[src/rtl/icap_pkg.sv]
package icap_pkg;

    typedef enum logic [1:0] {
        FLT_LO = 2'd0,
        FLT_UP = 2'd1,
        FLT_HI = 2'd2,
        FLT_DN = 2'd3
    } flt_state_t;

    typedef enum logic {
        CAP_IDLE  = 1'b0,
        CAP_ARMED = 1'b1
    } cap_state_t;

    localparam int EV_W   = 3;
    localparam int NEED_W = 4;

    // log2 of the sampling divider for a filter code
    function automatic logic [2:0] flt_div_log2(input logic [3:0] code);
        logic [2:0] r;
        unique case (code)
            4'd0, 4'd1, 4'd2, 4'd3:     r = 3'd0;
            4'd4, 4'd5:                 r = 3'd1;
            4'd6, 4'd7:                 r = 3'd2;
            4'd8, 4'd9:                 r = 3'd3;
            4'd10, 4'd11, 4'd12:        r = 3'd4;
            default:                    r = 3'd5;
        endcase
        return r;
    endfunction

    // consecutive equal samples required for a filter code
    function automatic logic [NEED_W-1:0] flt_need(input logic [3:0] code);
        logic [NEED_W-1:0] r;
        unique case (code)
            4'd0:                               r = 4'd1;
            4'd1:                               r = 4'd2;
            4'd2:                               r = 4'd4;
            4'd10, 4'd13:                       r = 4'd5;
            4'd4, 4'd6, 4'd8, 4'd11, 4'd14:     r = 4'd6;
            default:                            r = 4'd8;
        endcase
        return r;
    endfunction

    // index of the event that triggers a capture for an edge-divider code
    function automatic logic [EV_W-1:0] psc_last(input logic [1:0] code);
        logic [EV_W-1:0] r;
        unique case (code)
            2'd0:    r = 3'd0;
            2'd1:    r = 3'd1;
            2'd2:    r = 3'd3;
            default: r = 3'd7;
        endcase
        return r;
    endfunction

endpackage

[src/rtl/icap_sync.sv]
module icap_sync #(
    parameter int STAGES = 2
) (
    input  logic clk,
    input  logic rst_n,
    input  logic async_in,
    output logic sync_out
);
    logic [STAGES-1:0] chain_q;

    always_ff @(posedge clk or negedge rst_n) begin
        if (!rst_n) chain_q <= '0;
        else        chain_q <= {chain_q[STAGES-2:0], async_in};
    end

    assign sync_out = chain_q[STAGES-1];
endmodule

[src/rtl/icap_filter.sv]
module icap_filter
    import icap_pkg::*;
#(
    parameter int DIV_LOG2_MAX = 5
) (
    input  logic       clk,
    input  logic       rst_n,
    input  logic       smp_in,
    input  logic [3:0] code,
    output logic       filt_lvl
);
    localparam int DIV_W = DIV_LOG2_MAX;

    logic [DIV_W-1:0]  div_q;
    logic [DIV_W-1:0]  mask;
    logic              tick;
    logic [2:0]        lg;
    logic [NEED_W-1:0] need;
    logic [NEED_W-1:0] run_q, run_d, run_inc;
    flt_state_t        st_q, st_d;

    assign lg      = flt_div_log2(code);
    assign need    = flt_need(code);
    assign mask    = DIV_W'((32'd1 << lg) - 32'd1);
    assign tick    = ((div_q & mask) == mask);
    assign run_inc = run_q + NEED_W'(1);

    always_ff @(posedge clk or negedge rst_n) begin
        if (!rst_n) div_q <= '0;
        else        div_q <= div_q + DIV_W'(1);
    end

    // state register
    always_ff @(posedge clk or negedge rst_n) begin
        if (!rst_n) begin
            st_q  <= FLT_LO;
            run_q <= '0;
        end else begin
            st_q  <= st_d;
            run_q <= run_d;
        end
    end

    // next state
    always_comb begin
        st_d  = st_q;
        run_d = run_q;
        if (tick) begin
            unique case (st_q)
                FLT_LO: if (smp_in) begin
                    if (need == NEED_W'(1)) st_d = FLT_HI;
                    else begin st_d = FLT_UP; run_d = NEED_W'(1); end
                end
                FLT_UP: begin
                    if (!smp_in)            st_d = FLT_LO;
                    else if (run_inc == need) st_d = FLT_HI;
                    else                    run_d = run_inc;
                end
                FLT_HI: if (!smp_in) begin
                    if (need == NEED_W'(1)) st_d = FLT_LO;
                    else begin st_d = FLT_DN; run_d = NEED_W'(1); end
                end
                FLT_DN: begin
                    if (smp_in)             st_d = FLT_HI;
                    else if (run_inc == need) st_d = FLT_LO;
                    else                    run_d = run_inc;
                end
                default: st_d = FLT_LO;
            endcase
        end
    end

    // outputs
    always_comb begin
        unique case (st_q)
            FLT_HI, FLT_DN: filt_lvl = 1'b1;
            default:        filt_lvl = 1'b0;
        endcase
    end

    // level only moves after a sampling tick
    assert_lvl_on_tick_R5: assert property (@(posedge clk) disable iff (!rst_n)
        !tick |=> $stable(filt_lvl));

    // a sample agreeing with the level never flips it
    assert_agree_hold_R5: assert property (@(posedge clk) disable iff (!rst_n)
        (tick && (smp_in == filt_lvl)) |=> $stable(filt_lvl));
endmodule

[src/rtl/icap_event.sv]
module icap_event
    import icap_pkg::*;
#(
    parameter int CNT_W = 16
) (
    input  logic             clk,
    input  logic             rst_n,
    input  logic             filt_lvl,
    input  logic             arm_en,
    input  logic             out_mode,
    input  logic [1:0]       psc_code,
    input  logic             psc_wr,
    input  logic [CNT_W-1:0] cnt_val,
    input  logic             ccr_wr,
    input  logic [CNT_W-1:0] ccr_wdata,
    input  logic             flag_clr,
    output logic [CNT_W-1:0] ccr_q,
    output logic             cap_flag
);
    cap_state_t      st_q, st_d;
    logic            prev_q;
    logic            rise;
    logic            fire;
    logic [EV_W-1:0] ev_q, ev_d, last;

    assign rise = filt_lvl & ~prev_q;
    assign last = psc_last(psc_code);

    // state register
    always_ff @(posedge clk or negedge rst_n) begin
        if (!rst_n) begin
            st_q   <= CAP_IDLE;
            ev_q   <= '0;
            prev_q <= 1'b0;
        end else begin
            st_q   <= st_d;
            ev_q   <= ev_d;
            prev_q <= filt_lvl;
        end
    end

    always_comb st_d = arm_en ? CAP_ARMED : CAP_IDLE;

    // outputs and edge counting
    always_comb begin
        fire = 1'b0;
        ev_d = ev_q;
        unique case (st_q)
            CAP_IDLE: ev_d = '0;
            CAP_ARMED: begin
                if (!arm_en || psc_wr) ev_d = '0;
                else if (rise) begin
                    if (ev_q == last) begin
                        fire = 1'b1;
                        ev_d = '0;
                    end else begin
                        ev_d = ev_q + EV_W'(1);
                    end
                end
            end
            default: ev_d = '0;
        endcase
    end

    always_ff @(posedge clk or negedge rst_n) begin
        if (!rst_n) begin
            ccr_q    <= '0;
            cap_flag <= 1'b0;
        end else begin
            if (fire)                     ccr_q <= cnt_val;
            else if (ccr_wr && out_mode)  ccr_q <= ccr_wdata;
            if (fire)          cap_flag <= 1'b1;
            else if (flag_clr) cap_flag <= 1'b0;
        end
    end

    assert_ev_bound_R7: assert property (@(posedge clk) disable iff (!rst_n)
        ev_q <= last);

    assert_psc_clear_R8: assert property (@(posedge clk) disable iff (!rst_n)
        psc_wr |=> (ev_q == '0));

    assert_cap_value_R9: assert property (@(posedge clk) disable iff (!rst_n)
        $rose(cap_flag) |-> (ccr_q == $past(cnt_val)));

    assert_flag_hold_R9: assert property (@(posedge clk) disable iff (!rst_n)
        (cap_flag && !flag_clr) |=> cap_flag);

    assert_cap_gated_R10: assert property (@(posedge clk) disable iff (!rst_n)
        !arm_en |=> !$rose(cap_flag));

    assert_ccr_locked_R12: assert property (@(posedge clk) disable iff (!rst_n)
        (!out_mode && !fire) |=> $stable(ccr_q));
endmodule

[src/rtl/icap_channel.sv]
module icap_channel
    import icap_pkg::*;
#(
    parameter int CNT_W        = 16,
    parameter int DIV_LOG2_MAX = 5,
    parameter int SYNC_STAGES  = 2
) (
    input  logic             clk,
    input  logic             rst_n,
    input  logic             chan_en,
    input  logic             sel_wr,
    input  logic [1:0]       sel_wdata,
    input  logic             psc_wr,
    input  logic [1:0]       psc_wdata,
    input  logic [3:0]       filt_code,
    input  logic             ccr_wr,
    input  logic [CNT_W-1:0] ccr_wdata,
    input  logic             flag_clr,
    input  logic [CNT_W-1:0] cnt_val,
    input  logic             raw_in,
    output logic [1:0]       sel_q,
    output logic [1:0]       psc_q,
    output logic             filt_lvl,
    output logic [CNT_W-1:0] ccr_q,
    output logic             cap_flag
);
    logic smp;
    logic arm_en;
    logic out_mode;

    always_ff @(posedge clk or negedge rst_n) begin
        if (!rst_n) begin
            sel_q <= 2'b00;
            psc_q <= 2'b00;
        end else begin
            if (sel_wr && !chan_en) sel_q <= sel_wdata;
            if (psc_wr)             psc_q <= psc_wdata;
        end
    end

    assign out_mode = (sel_q == 2'b00);
    assign arm_en   = chan_en && !out_mode;

    icap_sync #(.STAGES(SYNC_STAGES)) u_sync (
        .clk      (clk),
        .rst_n    (rst_n),
        .async_in (raw_in),
        .sync_out (smp)
    );

    icap_filter #(.DIV_LOG2_MAX(DIV_LOG2_MAX)) u_filt (
        .clk      (clk),
        .rst_n    (rst_n),
        .smp_in   (smp),
        .code     (filt_code),
        .filt_lvl (filt_lvl)
    );

    icap_event #(.CNT_W(CNT_W)) u_evt (
        .clk       (clk),
        .rst_n     (rst_n),
        .filt_lvl  (filt_lvl),
        .arm_en    (arm_en),
        .out_mode  (out_mode),
        .psc_code  (psc_q),
        .psc_wr    (psc_wr),
        .cnt_val   (cnt_val),
        .ccr_wr    (ccr_wr),
        .ccr_wdata (ccr_wdata),
        .flag_clr  (flag_clr),
        .ccr_q     (ccr_q),
        .cap_flag  (cap_flag)
    );

    assert_sel_locked_R11: assert property (@(posedge clk) disable iff (!rst_n)
        chan_en |=> $stable(sel_q));
endmodule

[config.mk]
export PLATFORM = sky130hd
export DESIGN_NAME = icap_channel
export DESIGN_NICKNAME = d
export VERILOG_FILES = /design/src/rtl/icap_pkg.sv /design/src/rtl/icap_sync.sv /design/src/rtl/icap_filter.sv /design/src/rtl/icap_event.sv /design/src/rtl/icap_channel.sv
export SDC_FILE = /design/constraint.sdc
export NUM_CORES = 1
export LEC_CHECK = 0
export CAP_MARGIN = 25
export CORE_MARGIN = 2
export CORE_UTILIZATION = 50
export DETAILED_ROUTE_END_ITERATION = 8
export MAX_ROUTING_LAYER = met4
export PLACE_DENSITY = 0.88
export SYNTH_ARGS = -nofsm -noshare
export SYNTH_HDL_FRONTEND = slang
export SYNTH_SLANG_ARGS = --single-unit
[constraint.sdc]
create_clock -name clk -period 4.18 [get_ports clk]
set_clock_uncertainty 0.2 [all_clocks]
set_input_delay 0.627 -clock clk [delete_from_list [all_inputs] [get_ports clk]]
set_output_delay 0.627 -clock clk [all_outputs]
set_load 0.05 [all_outputs]
== After elaboration in Yosys (flattened, before gate mapping) ==
Memory sizes are Yosys's and may differ from the RTL's.
Index checks and enable logic that the tools add are counted.
Operators by class
  bitwise operators: 4
  equal/unequal tests: 16
  $add $sub $neg: 4
  shift operators: 1
  reduce and logical (&&, ||, !) cells: 15
  multiplexer cells: 31
Operators by type and width (number)
  $mux 16: 2
  $mux 4: 6
  $mux 2: 8
  $pmux 4 s4: 1
  $reduce_and 5->1: 2
  $mux 3: 3
  $pmux 3 s3: 1
  $mux 1: 8
  $ne 2x2->1 const B: 4
  $pmux 2 s4: 1
  $eq 2x2->1 const B: 3
  $logic_not 2->1: 3
  $ne 3x2->1 const B: 2
  $pmux 3 s2: 1
  $add 5x1->5 const B: 1
  $and 5x5->5: 1
  $eq 5x5->1: 1
  $shl 1x3->5 const A: 1
  $sub 5x1->5 const B: 1
  $add 4x1->4 const B: 1
  $eq 2x1->1 const B: 2
  $eq 4x1->1 const B: 1
  $eq 4x4->1: 1
  $reduce_bool 2->1: 2
  9 further kinds: 14
Storage, ports and cells
  memories kept: 2
  register bits: 39
  ROM bits: 112
  bits of input ports: 48
  word-level logic and storage cells: 84
Memory list
  (no name shown): words 16, bits a word 4, rd ports 1, clocked after memory_dff 0, write ports 0, line icap_pkg.sv:35  | unique case (code)
  (no name shown): words 16, bits a word 3, rd ports 1, clocked after memory_dff 0, write ports 0, line icap_pkg.sv:21  | unique case (code)

== Logic depth before layout (Yosys ltp) ==
  word-level depth: 8
  gate-level depth with buffers: 10

== Cells and area by module ==
A second synthesis with hierarchy kept.
Unflattened totals
  cells, all modules: 194
  area total of the unflattened synthesis: 2357.3 µm²
Modules (own cells, without submodules)
  icap_event: instances 1, seq. area each 550.5 µm², cells an instance 88, area an instance 1166.1 µm²
  icap_filter: instances 1, seq. area each 275.3 µm², cells an instance 93, area an instance 964.7 µm²
  icap_channel: instances 1, seq. area each 100.1 µm², cells an instance 11, area an instance 176.4 µm²
  icap_sync: instances 1, seq. area each 50.0 µm², cells an instance 2, area an instance 50.0 µm²

== Worst setup path before layout ==
Ideal clock, no wire load.
  path type: input-to-reg
  start: input port filt_code[2]
  end: register u_filt.st_q[1]
  stages on the path: 10
  path buffers: 1
  library setup time: 0.123 ns
  slack: 1.239 ns
  arrival: 2.618 ns
  cell sequence: buf_4 > nor2_1 > inv_1 > ha_1 > xor2_1 > a211oi_1 > o32ai_2 > or3_1 > mux2_4 > o221a_1
Between the ends
  cells in the longest elaborated chain, start to end: 6
  elaborated cells between the ends (all ways): 16
  those cells by class: add/sub: 1; eq/ne: 5; shift: 1; mux: 5; bitwise: 1; reduce/logical: 1; memory: 2
RTL lines
  from (decl): line icap_channel.sv:15  | input logic [3:0] filt_code,
  $mem_v2 16x3
  $shl 1x3->5: line icap_filter.sv:24  | assign mask = DIV_W'((32'd1 << lg) - 32'd1);
  $sub 5x1->5: line icap_filter.sv:24
  $and 5x5->5: line icap_filter.sv:25  | assign tick = ((div_q & mask) == mask);
  $eq 5x5->1: line icap_filter.sv:25
  $reduce_and 5->1 (no source line)
  to (signal assigned): line icap_filter.sv:39  | st_q <= st_d;
  to (decl): line icap_filter.sv:20  | flt_state_t st_q, st_d;
Parallel ways exist; a longest one is shown, timed or not. The select of a mux whose other input is x is not followed.
A chain may end at the register's enable or synchronous reset.

== Worst setup path in the final report ==
Same ends and word-level chain as after synthesis.

==> run_results.csv <==
group,metric,value,unit
clocking,holdBufCountCts,0,
place,postPlaceCellArea,2940,µm²
layout,antenna_cells,0,
worst_setup_path,reg2reg_from,"u_filt.st_q[1]",
timing,setup_viol,0,
run,cap_violations,0,
detailed_routing,via_count,1781,
clocking,cts_tree,"built",
worst_setup_path,slowest_delay,0.61,ns
yosys,synthCells,211,
layout,nFillCells,327,
place,pre_cts_ws,0.512,ns
clocking,htree_levels,2,
worst_setup_path,crit_path_start,"filt_code[2]",
yosys,synth_common_cells,"39 x dfrtp_1, 27 x nor2_1, 21 x a21oi_1, 17 x mux2i_1, 10 x inv_1",
layout,drive_gt1_frac,0.0993,
yosys,synth_edf_count,0,
yosys,synth_area_leaders,"dfrtp_1 44%, mux2i_1 7.7%, a21oi_1 4.8%",
yosys,ys_seq_elements,39,
floorplanning,initial_core_util,0.513,
detailed_routing,routedWlPerCell,14.5,µm
power_and_ir_drop,p_leak,1.26,nW
grt,gr-total-overflow,0,
clocking,cts_root_buf,"clkbuf_8",
timing,rsz0062_at_grt,"false",
timing,fmax,0.297,GHz
worst_setup_path,path_class,"primary input to flop",
worst_setup_path,worst_r2r_endpoint,"u_filt.st_q[1]",
grt,grt_pass1_wl,8090,µm
floorplanning,core-area,4290,µm²
timing,final_max_slew_viol_count,0,
grt,grt_start_max_net_pins,40,
yosys,synth_area,2200,µm²
yosys,synth_top_area_share,0.443,
hold_path,hp-start,"u_sync.chain_q[0]",
clocking,clock_latency,0.28,ns
yosys,syn_avg_cell_area,10.4,µm²
floorplanning,die_h,70.4,µm
detailed_routing,drt_iter0_drc,121,
detailed_routing,vias_per_cell,5.33,
worst_setup_path,reg2reg_depth,5,
yosys,syn-num-nets,267,
clocking,cts_max_path_buffers,2,
place,hpwlAfterDp,3720,µm
power_and_ir_drop,irDropWorstVdd,0.345,mV
detailed_routing,wl,4840,µm
grt,grt_pass1_vias,1803,
worst_setup_path,cp_data_required_time,4.15,ns
timing,finalCritPeriodShare,0.805,
status,status,"finished, final reports clean",
clocking,cts.sinks,39,
worst_setup_path,rrSetupSlack,1.94,ns
clocking,post_cts_buffers,0,
power_and_ir_drop,power_density,503,nW/µm²
grt,grt.total_usage,0.209,
yosys,ys_types,48,
timing,slew-limit-headroom,0.425,
floorplanning,die_x,70.4,µm
power_and_ir_drop,total_power,1.52,mW
yosys,yosys.area.top_type,"dfrtp_1",
yosys,async_flop_share,1.00,
layout,fin_area,3020,µm²
worst_setup_path,cpLargestDelayFamily,"buffers and inverters",
clocking,cts_made_buffers,5,
detailed_routing,postRouteAntennaNets,0,
yosys,synth_seq_area_share,0.443,
layout,layout.nets,337,
clocking,cts.repair.resized,0,
worst_setup_path,crit_path_max_fanout,12,
worst_setup_path,cp-end-kind,"flop",
worst_setup_path,crit_end,"u_filt.st_q[1]",
hold_path,hp-class,"flop to flop",
floorplanning,row_count,24,
layout,syn2layout_area_growth,37.3,%
timing,hold_viol,0,
layout,multiInputGateArea,1160,µm²
place,gp_congestion,0.842,
yosys,ys_warn_count,0,
worst_setup_path,cp_cell_sequence,"clkdlybuf4s50_1 > nor2_1 > inv_1 > ha_1 > xor2_1 > a211oi_1 > o32ai_2 > or3_1 > mux2_4 > o221a_1",
worst_setup_path,cp_num_cells,10,
layout,regArea,976,µm²
worst_setup_path,cpMaxStageDelayCell,"clkdlybuf4s50_1",
clocking,clk_pin_slew_worst_paths,0.07,ns
detailed_routing,drc_errors,0,
grt,antenna_found_initial,0,
timing,worstMarginPinSlew,0.862,ns
worst_setup_path,arrival,3.34,ns
timing,worst_slack,0.816,ns
floorplanning,dieArea,4950,µm²
detailed_routing,firstDrtPassIters,4,
yosys,synthFlopType,"dfrtp_1",
yosys,synth.most_common_cell,"dfrtp_1",
timing,period_needed,3.36,ns
worst_setup_path,start_kind,"primary input",
place,io_buffers,69,
worst_setup_path,path_buf_inv,2,
floorplanning,io_pins,70,
timing,fin_tns_setup,0,ns
final cells by class:
type	instances	area share
Multi-Input combinational cell	154	0.382
Sequential cell	39	0.323
Timing Repair Buffer	71	0.234
Clock buffer	7	0.0252
Tap cell	52	0.0215
Inverter	10	0.0124
Clock inverter	1	0.00165
per-stage QoR:
step | util | hold slack, ns | instances
detailed placement | 0.685 | 0.138 | 326
finish | 0.704 | 0.153 | 334
CTS | 0.704 | 0.154 | 334
floorplan | - | 0.131 | 211
global placement | 0.682 | 0.132 | 325
global route | 0.704 | 0.163 | 334
layout by cell type (no fill, tap or decap), types with 2 or more instances in the layout:
cell             count
a211oi_1             2
a21oi_1             21
clkbuf_1             2
clkbuf_8             5
clkdlybuf4s50_1     68
dfrtp_1             39
ha_1                 8
inv_1               10
mux2_2               5
mux2i_1             17
mux4_2               2
nand2_1              6
nand2b_1             2
nand3_1              9
nand3b_1             2
nor2_1              27
nor2b_1              4
nor3_1               5
nor3b_1              4
o21ai_0              5
xnor2_1              5
xnor2_2              2
xor2_1               4
power breakdown:
group / total (mW) / internal, mW / switching (mW)
logic: 0.728 / 0.298 / 0.429
clock network: 0.243 / 0.117 / 0.126
registers: 0.549 / 0.468 / 0.0809
logic make-up (layout without fill, tap and decap cells):
kind of cell             Yosys count  count (layout)  synth area share
flip-flops                        39              39             0.443
buffers and inverters             18              89            0.0363
multiplexers                      26              26             0.142
AND/OR/NAND/NOR                   69              69             0.161
adder cells (fa/ha/maj)            8               8            0.0454
XOR/XNOR                          12              12            0.0579
AO/OA/AOI/OAI                     39              39             0.115
metal layers:
metal	share of wire	global-route usage	up-vias
met1	0.42	0.256	843
met2	0.51	0.342	42
li1	-	-	884
met4	0.029	0.0791	0
met3	0.032	0.0433	12
met5	0	-	-
flip-flops by register name, indices dropped and copies added (netlist names):
name,cells
u_evt.ccr_q,16
u_filt.div_q,5
u_filt.run_q,4
u_evt.ev_q,3
psc_q,2
sel_q,2
u_filt.st_q,2
u_sync.chain_q,2
u_evt.cap_flag,1
u_evt.prev_q,1
u_evt.st_q,1
how the worst min path moves through the flow:
stage,endpoint,slack [ns],cells past startpoint
6_report,u_sync.chain_q[1],0.15,0
5_1_grt,u_sync.chain_q[1],0.16,0
4_1_cts,u_sync.chain_q[1],0.15,0
3_5_place_dp,u_sync.chain_q[1],0.14,0
3_3_place_gp,u_sync.chain_q[1],0.13,0
2_1_floorplan,psc_q[0],0.13,0
(Power assumes the default switching activity.)
